==> config.mk <==
export PLATFORM = sky130hd
export DESIGN_NAME = rmap_unit
export DESIGN_NICKNAME = d
export VERILOG_FILES = /design/src/rtl/rmap_pkg.sv /design/src/rtl/rmap_table.sv /design/src/rtl/rmap_entry.sv /design/src/rtl/rmap_pick.sv /design/src/rtl/rmap_unit.sv
export SDC_FILE = /design/constraint.sdc
export NUM_CORES = 2
export LEC_CHECK = 0
export BUFFER_PORTS_ARGS = -buffer_cell sky130_fd_sc_hd__buf_2
export CORE_MARGIN = 5
export CORE_UTILIZATION = 56
export DETAILED_ROUTE_END_ITERATION = 8
export GPL_ROUTABILITY_DRIVEN = 0
export PLACE_DENSITY = 0.73
export SYNTH_ARGS = -nofsm -noshare
export SYNTH_HDL_FRONTEND = slang
export SYNTH_SLANG_ARGS = --single-unit
==> constraint.sdc <==
create_clock -name clk -period 4.91 [get_ports clk]
set_input_delay 0 -clock clk [delete_from_list [all_inputs] [get_ports clk]]
set_output_delay 0 -clock clk [all_outputs]
set_load 0.005 [all_outputs]
==> src/rtl/rmap_pkg.sv <==
package rmap_pkg;
  localparam int RID_W  = 16;
  localparam int LEN_W  = RID_W + 1;
  localparam int TGT_W  = 2;
  localparam int SPEC_W = 16;

  typedef struct packed {
    logic              vld;
    logic [RID_W-1:0]  rid_base;
    logic [TGT_W-1:0]  tgt;
    logic [SPEC_W-1:0] spec_base;
    logic [LEN_W-1:0]  len;
  } rng_ent_t;

  typedef struct packed {
    logic              vld;
    logic              hit;
    logic              miss;
    logic [TGT_W-1:0]  tgt;
    logic [SPEC_W-1:0] spec;
  } rng_rsp_t;
endpackage

==> src/rtl/rmap_table.sv <==
module rmap_table
  import rmap_pkg::*;
#(
  parameter int NUM_ENT = 8,
  localparam int IDX_W = (NUM_ENT > 1) ? $clog2(NUM_ENT) : 1
) (
  input  logic                        clk,
  input  logic                        rst_n,
  input  logic                        wr_en,
  input  logic [IDX_W-1:0]            wr_idx,
  input  rng_ent_t                    wr_ent,
  input  logic                        mask_we,
  input  logic [RID_W-1:0]            mask_in,
  output rng_ent_t [NUM_ENT-1:0]      ents_o,
  output logic [RID_W-1:0]            mask_o
);
  logic [NUM_ENT-1:0] ent_ce;

  for (genvar i = 0; i < NUM_ENT; i++) begin : g_slot
    assign ent_ce[i] = wr_en && (wr_idx == IDX_W'(i));

    always_ff @(posedge clk or negedge rst_n) begin
      if (!rst_n) begin
        ents_o[i] <= '0;
      end else if (ent_ce[i]) begin
        ents_o[i] <= wr_ent;
      end
    end
  end

  always_ff @(posedge clk or negedge rst_n) begin
    if (!rst_n) begin
      mask_o <= '1;
    end else if (mask_we) begin
      mask_o <= mask_in;
    end
  end

  // contents only move when the write port is used
  a_r8_hold_without_write: assert property (@(posedge clk) disable iff (!rst_n)
    !wr_en |=> $stable(ents_o));
  a_r8_mask_hold: assert property (@(posedge clk) disable iff (!rst_n)
    !mask_we |=> $stable(mask_o));
endmodule

==> src/rtl/rmap_entry.sv <==
module rmap_entry
  import rmap_pkg::*;
(
  input  rng_ent_t          ent_i,
  input  logic [RID_W-1:0]  rid_i,
  output logic              match_o,
  output logic [TGT_W-1:0]  tgt_o,
  output logic [SPEC_W-1:0] spec_o
);
  localparam int CMP_W = LEN_W + 1;

  logic [CMP_W-1:0] lo_x;
  logic [CMP_W-1:0] hi_x;
  logic [CMP_W-1:0] r_x;
  logic [RID_W-1:0] off;

  assign lo_x = CMP_W'(ent_i.rid_base);
  assign hi_x = lo_x + CMP_W'(ent_i.len);
  assign r_x  = CMP_W'(rid_i);

  // half-open interval: start inclusive, end exclusive
  assign match_o = ent_i.vld && (r_x >= lo_x) && (r_x < hi_x);

  assign off    = rid_i - ent_i.rid_base;
  assign spec_o = SPEC_W'(off) + ent_i.spec_base;
  assign tgt_o  = ent_i.tgt;
endmodule

==> src/rtl/rmap_pick.sv <==
module rmap_pick
  import rmap_pkg::*;
#(
  parameter int NUM_ENT = 8
) (
  input  logic [NUM_ENT-1:0]             match_i,
  input  logic [NUM_ENT-1:0][TGT_W-1:0]  tgt_i,
  input  logic [NUM_ENT-1:0][SPEC_W-1:0] spec_i,
  output logic [NUM_ENT-1:0]             oh_o,
  output logic                           any_o,
  output logic [TGT_W-1:0]               tgt_o,
  output logic [SPEC_W-1:0]              spec_o
);
  // isolate the lowest set bit: lowest index wins
  assign oh_o  = match_i & (~match_i + NUM_ENT'(1));
  assign any_o = |match_i;

  always_comb begin
    tgt_o  = '0;
    spec_o = '0;
    for (int i = 0; i < NUM_ENT; i++) begin
      tgt_o  = tgt_o  | (tgt_i[i]  & {TGT_W{oh_o[i]}});
      spec_o = spec_o | (spec_i[i] & {SPEC_W{oh_o[i]}});
    end
  end
endmodule

==> src/rtl/rmap_unit.sv <==
module rmap_unit
  import rmap_pkg::*;
#(
  parameter int NUM_ENT = 8,
  localparam int IDX_W = (NUM_ENT > 1) ? $clog2(NUM_ENT) : 1
) (
  input  logic              clk,
  input  logic              rst_n,
  input  logic              cfg_ent_we,
  input  logic [IDX_W-1:0]  cfg_ent_idx,
  input  logic              cfg_vld,
  input  logic [RID_W-1:0]  cfg_rid_base,
  input  logic [TGT_W-1:0]  cfg_tgt,
  input  logic [SPEC_W-1:0] cfg_spec_base,
  input  logic [LEN_W-1:0]  cfg_len,
  input  logic              cfg_mask_we,
  input  logic [RID_W-1:0]  cfg_mask,
  input  logic              req_valid,
  input  logic [RID_W-1:0]  req_rid,
  output logic              rsp_valid,
  output logic              rsp_hit,
  output logic              rsp_miss,
  output logic [TGT_W-1:0]  rsp_tgt,
  output logic [SPEC_W-1:0] rsp_spec
);
  rng_ent_t                    wr_ent;
  rng_ent_t [NUM_ENT-1:0]      ents;
  logic [RID_W-1:0]            mask_q;
  logic [RID_W-1:0]            rid_m;
  logic [NUM_ENT-1:0]          match;
  logic [NUM_ENT-1:0][TGT_W-1:0]  e_tgt;
  logic [NUM_ENT-1:0][SPEC_W-1:0] e_spec;
  logic [NUM_ENT-1:0]          pick_oh;
  logic                        any_hit;
  logic [TGT_W-1:0]            sel_tgt;
  logic [SPEC_W-1:0]           sel_spec;
  rng_rsp_t                    rsp_d;
  rng_rsp_t                    rsp_q;

  assign wr_ent = '{vld: cfg_vld, rid_base: cfg_rid_base, tgt: cfg_tgt,
                    spec_base: cfg_spec_base, len: cfg_len};

  rmap_table #(.NUM_ENT(NUM_ENT)) u_table (
    .clk     (clk),
    .rst_n   (rst_n),
    .wr_en   (cfg_ent_we),
    .wr_idx  (cfg_ent_idx),
    .wr_ent  (wr_ent),
    .mask_we (cfg_mask_we),
    .mask_in (cfg_mask),
    .ents_o  (ents),
    .mask_o  (mask_q)
  );

  assign rid_m = req_rid & mask_q;

  for (genvar i = 0; i < NUM_ENT; i++) begin : g_cmp
    rmap_entry u_ent (
      .ent_i   (ents[i]),
      .rid_i   (rid_m),
      .match_o (match[i]),
      .tgt_o   (e_tgt[i]),
      .spec_o  (e_spec[i])
    );
  end

  rmap_pick #(.NUM_ENT(NUM_ENT)) u_pick (
    .match_i (match),
    .tgt_i   (e_tgt),
    .spec_i  (e_spec),
    .oh_o    (pick_oh),
    .any_o   (any_hit),
    .tgt_o   (sel_tgt),
    .spec_o  (sel_spec)
  );

  // next-state
  always_comb begin
    rsp_d = '0;
    if (req_valid) begin
      rsp_d.vld  = 1'b1;
      rsp_d.hit  = any_hit;
      rsp_d.miss = !any_hit;
      rsp_d.tgt  = sel_tgt;
      rsp_d.spec = sel_spec;
    end
  end

  // register
  always_ff @(posedge clk or negedge rst_n) begin
    if (!rst_n) begin
      rsp_q <= '0;
    end else begin
      rsp_q <= rsp_d;
    end
  end

  assign rsp_valid = rsp_q.vld;
  assign rsp_hit   = rsp_q.hit;
  assign rsp_miss  = rsp_q.miss;
  assign rsp_tgt   = rsp_q.tgt;
  assign rsp_spec  = rsp_q.spec;

  a_r4_single_winner: assert property (@(posedge clk) disable iff (!rst_n)
    $onehot0(pick_oh) && ((pick_oh == '0) == (match == '0)));
  a_r7_valid_follows_req: assert property (@(posedge clk) disable iff (!rst_n)
    req_valid |=> rsp_valid);
  a_r7_quiet_without_req: assert property (@(posedge clk) disable iff (!rst_n)
    !req_valid |=> (!rsp_valid && !rsp_hit && !rsp_miss && rsp_tgt == '0 && rsp_spec == '0));
  a_r6_miss_zero: assert property (@(posedge clk) disable iff (!rst_n)
    rsp_miss |-> (!rsp_hit && rsp_tgt == '0 && rsp_spec == '0));
  a_r7_hit_xor_miss: assert property (@(posedge clk) disable iff (!rst_n)
    rsp_valid |-> (rsp_hit ^ rsp_miss));
endmodule

==> results.md <==
Power:
- The maximum ir drop on the vdd rail is 0.000303 V.
- The switching part of the total power is 45.9%.
- The power density relative to cell area is 565 nW/µm².
- The cell-internal power is 13300 µW.
- The switching component of the power is 11300 µW.
- The standby leakage power is 0.0215 µW.
- Of the total power, the clock network draws 17.0%.
- The share of total power in combinational logic is 61.7%.
- The proportion of power drawn by flip-flops and latches is 21.3%.

Clock tree:
- The root buffer cell is sky130_fd_sc_hd__clkbuf_16.
- The clock transition at the register clock pins on the worst setup and hold paths after CTS is 70 ps.
- The total number of H-tree levels is 2.
- The number of sinks handled by clock tree synthesis is 453.
- The maximum count of clock buffers along a single path is 3.
- The clock reaches the later pin of the worst-skew pair after 630 ps.
- In this run, CTS created clock tree buffers numbering 54.
- TritonCTS built the clock tree.

Worst setup path:
- STA classifies the critical path endpoint as a register.
- At the worst endpoint, the arrival time is 5440 ps.
- The maximum fanout along the worst path is 8.
- The required time reported for the critical path endpoint is 5440 ps.
- The critical path class is reg2reg.
- The startpoint of the worst register-to-register path is u_table.ents_o[192]$_DFFE_PN0P_.
- The startpoint kind of the worst setup timing path is a register.
- The launch point of the critical path is u_table.ents_o[192]$_DFFE_PN0P_.

Finish:
- The number of nets in the layout is 5007.
- Summing all non-filler instances in the final layout gives an area of 43600 µm².
- The area growth from synthesis to layout is 15.6%.
- The area of the multi-input gates is 24400 µm².
- The layout cell share with drive strength beyond 1 is 19.4%.
- The count of filler cells inserted in the layout is 5402.
- The area taken by flip-flops and latches is 11400 µm².

Timing:
- Derived from the worst setup path, the maximum achievable clock frequency is 204 MHz.
- Between clock sinks in the finished design, the worst skew comes to 15.3 ps.
- Setup repair after global routing could not meet its margin everywhere.
- For the pin with the worst max-slew slack, the measured transition is 1050 ps.
- Setup total negative slack on the finished layout was measured at -5.77 ps.
- Dividing the final minimum period by the clock period gives 100%.
- The final number of setup-violating endpoints is 2.
- The number of endpoints with negative hold slack in the final report is 4.
- The max-slew violation total from the final report came to 0.
- Setup slack on the critical path of the routed design comes to -3.77 ps.
- The final-layout worst hold slack is -26.0 ps.
- The final critical path time including I/O delays and setup is 4910 ps.
- Measured against its own limit, the worst slew margin works out to 30.1%.

Min path:
- The path class of the tightest hold or removal check is in2async.

Outcome:
- The run finished, with violations left.
- The checks that failed: negative hold slack, negative setup slack.

Global route:
- The first-pass GRT wire length is 199000 µm.
- The total routing resource utilization after global routing is 35.8%.
- The remaining global-route overflow is 0.
- The maximum number of pins on one net before global-route repair is 123.
- The via count of the first global-routing pass is 31600.
- The number of antenna violations at the first check in global routing is 2.

Yosys:
- For this run, the number of Yosys warnings is 0.
- The post-synthesis sequential area ratio is 30.1%.
- The post-synthesis cell count is 3929.
- The synthesized netlist occupies a cell area of 37700 µm².
- For this run, the leading register cell type out of synthesis is sky130_fd_sc_hd__dfrtp_1.
- The total of flip-flops plus latches after synthesis is 453.
- The synthesized netlist net count is 4653.
- Synthesis instantiated 102 different standard cells from the library.
- The proportion of register bits with asynchronous set or reset after synthesis is 100%.
- The average cell area after synthesis is 9.60 µm².
- The synthesized design contains 0 enable-type register cells.

Route:
- The length of the first detailed-routing pass in iterations is 7.
- The detailed-route vias per instance is 6.25.
- For this run, design rule violations remaining after detail routing come to 0.
- The first routing iteration left 3763 violations.
- In the final routed layout, each cell accounts on average for 25.9 µm.
- The number of nets with antenna violations after routing is 0.
- The wire length reported by the detailed router is 135000 µm.
- The via total after detailed routing is 32500.

Die:
- The core region is 67000 µm².
- The number of ports placed on the die boundary is 113.
- The die outline height is 270 µm.
- The floorplan has 95 rows.
- The starting density of the core is 56.3%.
- The horizontal die dimension is 270 µm.
- The floorplan step defined a die boundary enclosing 72600 µm².

Placement:
- The port buffer count is 112.
- The sum of net half-perimeters after detailed placement is 102000 µm.
- The placed instance area is 40500 µm².

Job:
- The max-cap check violation count is 0.
[path summary, 6_finish.rpt]
check / endpoint / slack [ps] / cells past startpoint
setup / recovery: rsp_spec[2]$_DFF_PN0_ / -4 / 22
hold / removal: u_table.ents_o[374]$_DFFE_PN0P_ / -30 / 2
setup reg to reg: rsp_spec[2]$_DFF_PN0_ / -4 / 22
hold reg to reg: u_table.ents_o[34]$_DFFE_PN0P_ / 500 / 1
max in group asynchronous: u_table.ents_o[73]$_DFFE_PN0P_ / 3640 / 3
min in group clk: u_table.mask_o[15]$_DFFE_PN1P_ / 20 / 2
[cell families (layout without fill, tap and decap cells)]
kind of cell / after synthesis / count (layout) / share of synthesized area, %
mux: 314 / 314 / 9.36
xor+xnor: 220 / 220 / 5.11
simple gates: 717 / 717 / 9.11
compound gates: 962 / 962 / 16.4
buf+inv: 631 / 1030 / 6.35
other cells: 0 / 1 / 0
fa+ha+maj: 632 / 632 / 23.5
flops: 453 / 453 / 30.1
[layout make-up]
type / count / share of cell area, %
inverters: 554 / 4.77
repair buffers: 375 / 6.66
multi-input cells: 2845 / 55.9
well taps: 873 / 2.50
flip-flops and latches: 453 / 26.0
clock buffers: 82 / 3.71
diodes: 1 / 0.00574
clock inverters: 19 / 0.413
[metrics by stage]
step / utilization, % / setup slack [ps] / power [µW] / instances
CTS: 64.1 / 7.26 / 23700 / 5179
floorplan: - / 417 / 14800 / 3929
global placement: 60.4 / 107 / 19100 / 5008
global route: 65.0 / -162 / 26100 / 5201
detailed placement: 60.4 / -28.1 / 19400 / 5008
finish: 65.0 / -3.77 / 24700 / 5202
[per-layer routing]
metal | up-vias | global-route usage [%] | wire length [µm]
met5 | - | 1.25 | 122
met2 | 1805 | 53.4 | 56100
met3 | 485 | 8.56 | 14700
met4 | 2 | 21.7 | 11000
met1 | 15700 | 47.3 | 52900
li1 | 14500 | - | -
[power groups by stage]
| stage | Sequential (µW) | Clock [µW] | Combinational (µW) |
|---|---|---|---|
| detailed placement | 5300 | 0 | 14100 |
| floorplan | 5050 | 0 | 9760 |
| global route | 5320 | 4340 | 16500 |
| finish | 5260 | 4180 | 15200 |
| CTS | 5240 | 4180 | 14300 |
| global placement | 5260 | 0 | 13800 |
[cells in the mapped netlist (all sizes together), types with 25 or more instances]
library cell	instances	area, µm²
dfrtp	437	10900
nor2	161	604
o21bai	33	248
mux2	309	3480
a21o	106	797
nand2b	30	188
a21oi	231	1160
nand4	30	194
nor2b	28	175
inv	554	2080
xor2	90	788
fa	128	2560
o211ai	25	198
a211oi	41	323
ha	504	6310
nand3	43	220
o21ai	274	1370
a31oi	29	181
clkbuf	69	259
o21a	43	323
nor3	57	308
xnor2	130	1140
nand2	269	1010
[cells in the final DEF, fill, tap and decap left out, drive strengths merged, types with 128 or more instances in the layout]
cell / netlist / layout
inv: 554 / 555
ha: 504 / 504
dfrtp: 437 / 437
mux2: 309 / 309
buf: 8 / 303
o21ai: 274 / 274
nand2: 269 / 269
a21oi: 231 / 231
nor2: 161 / 161
xnor2: 130 / 130
fa: 128 / 128
[registers in the layout, summed over array words and instances (netlist names)]
register and cells:
rsp_spec 16, u_table.ents_o 416, rsp_tgt 2, rsp_hit 1, rsp_miss 1, rsp_valid 1
u_table.mask_o 16
[worst max-delay path, cell delays in order (launching register included)]
cell and delay [ps]:
sky130_fd_sc_hd__dfrtp_1 400, sky130_fd_sc_hd__ha_1 320, sky130_fd_sc_hd__a211o_1 360, sky130_fd_sc_hd__a211oi_4 320, sky130_fd_sc_hd__o21ai_2 110, sky130_fd_sc_hd__nand2_2 100
sky130_fd_sc_hd__o21ai_2 60, sky130_fd_sc_hd__a21oi_2 150, sky130_fd_sc_hd__o21bai_1 80, sky130_fd_sc_hd__a21oi_1 150, sky130_fd_sc_hd__xor2_1 90, sky130_fd_sc_hd__ha_1 320
sky130_fd_sc_hd__nand3_2 70, sky130_fd_sc_hd__o41ai_2 320, sky130_fd_sc_hd__nand2_1 110, sky130_fd_sc_hd__o311a_4 400, sky130_fd_sc_hd__or3_4 340, sky130_fd_sc_hd__buf_8 150
sky130_fd_sc_hd__nor4b_4 280, sky130_fd_sc_hd__buf_4 200, sky130_fd_sc_hd__clkbuf_16 180, sky130_fd_sc_hd__a222oi_1 90, sky130_fd_sc_hd__a31oi_1 200
[what timing repair did]
item	4_1_cts	5_1_grt
pin swaps	0	48
endpoints found under the setup margin	11	20
hold buffers	70	0
gates resized for setup	3	92
hold endpoints to repair	532	0
setup buffers	0	19
gates cloned	0	3
(Power assumes the default switching activity.)
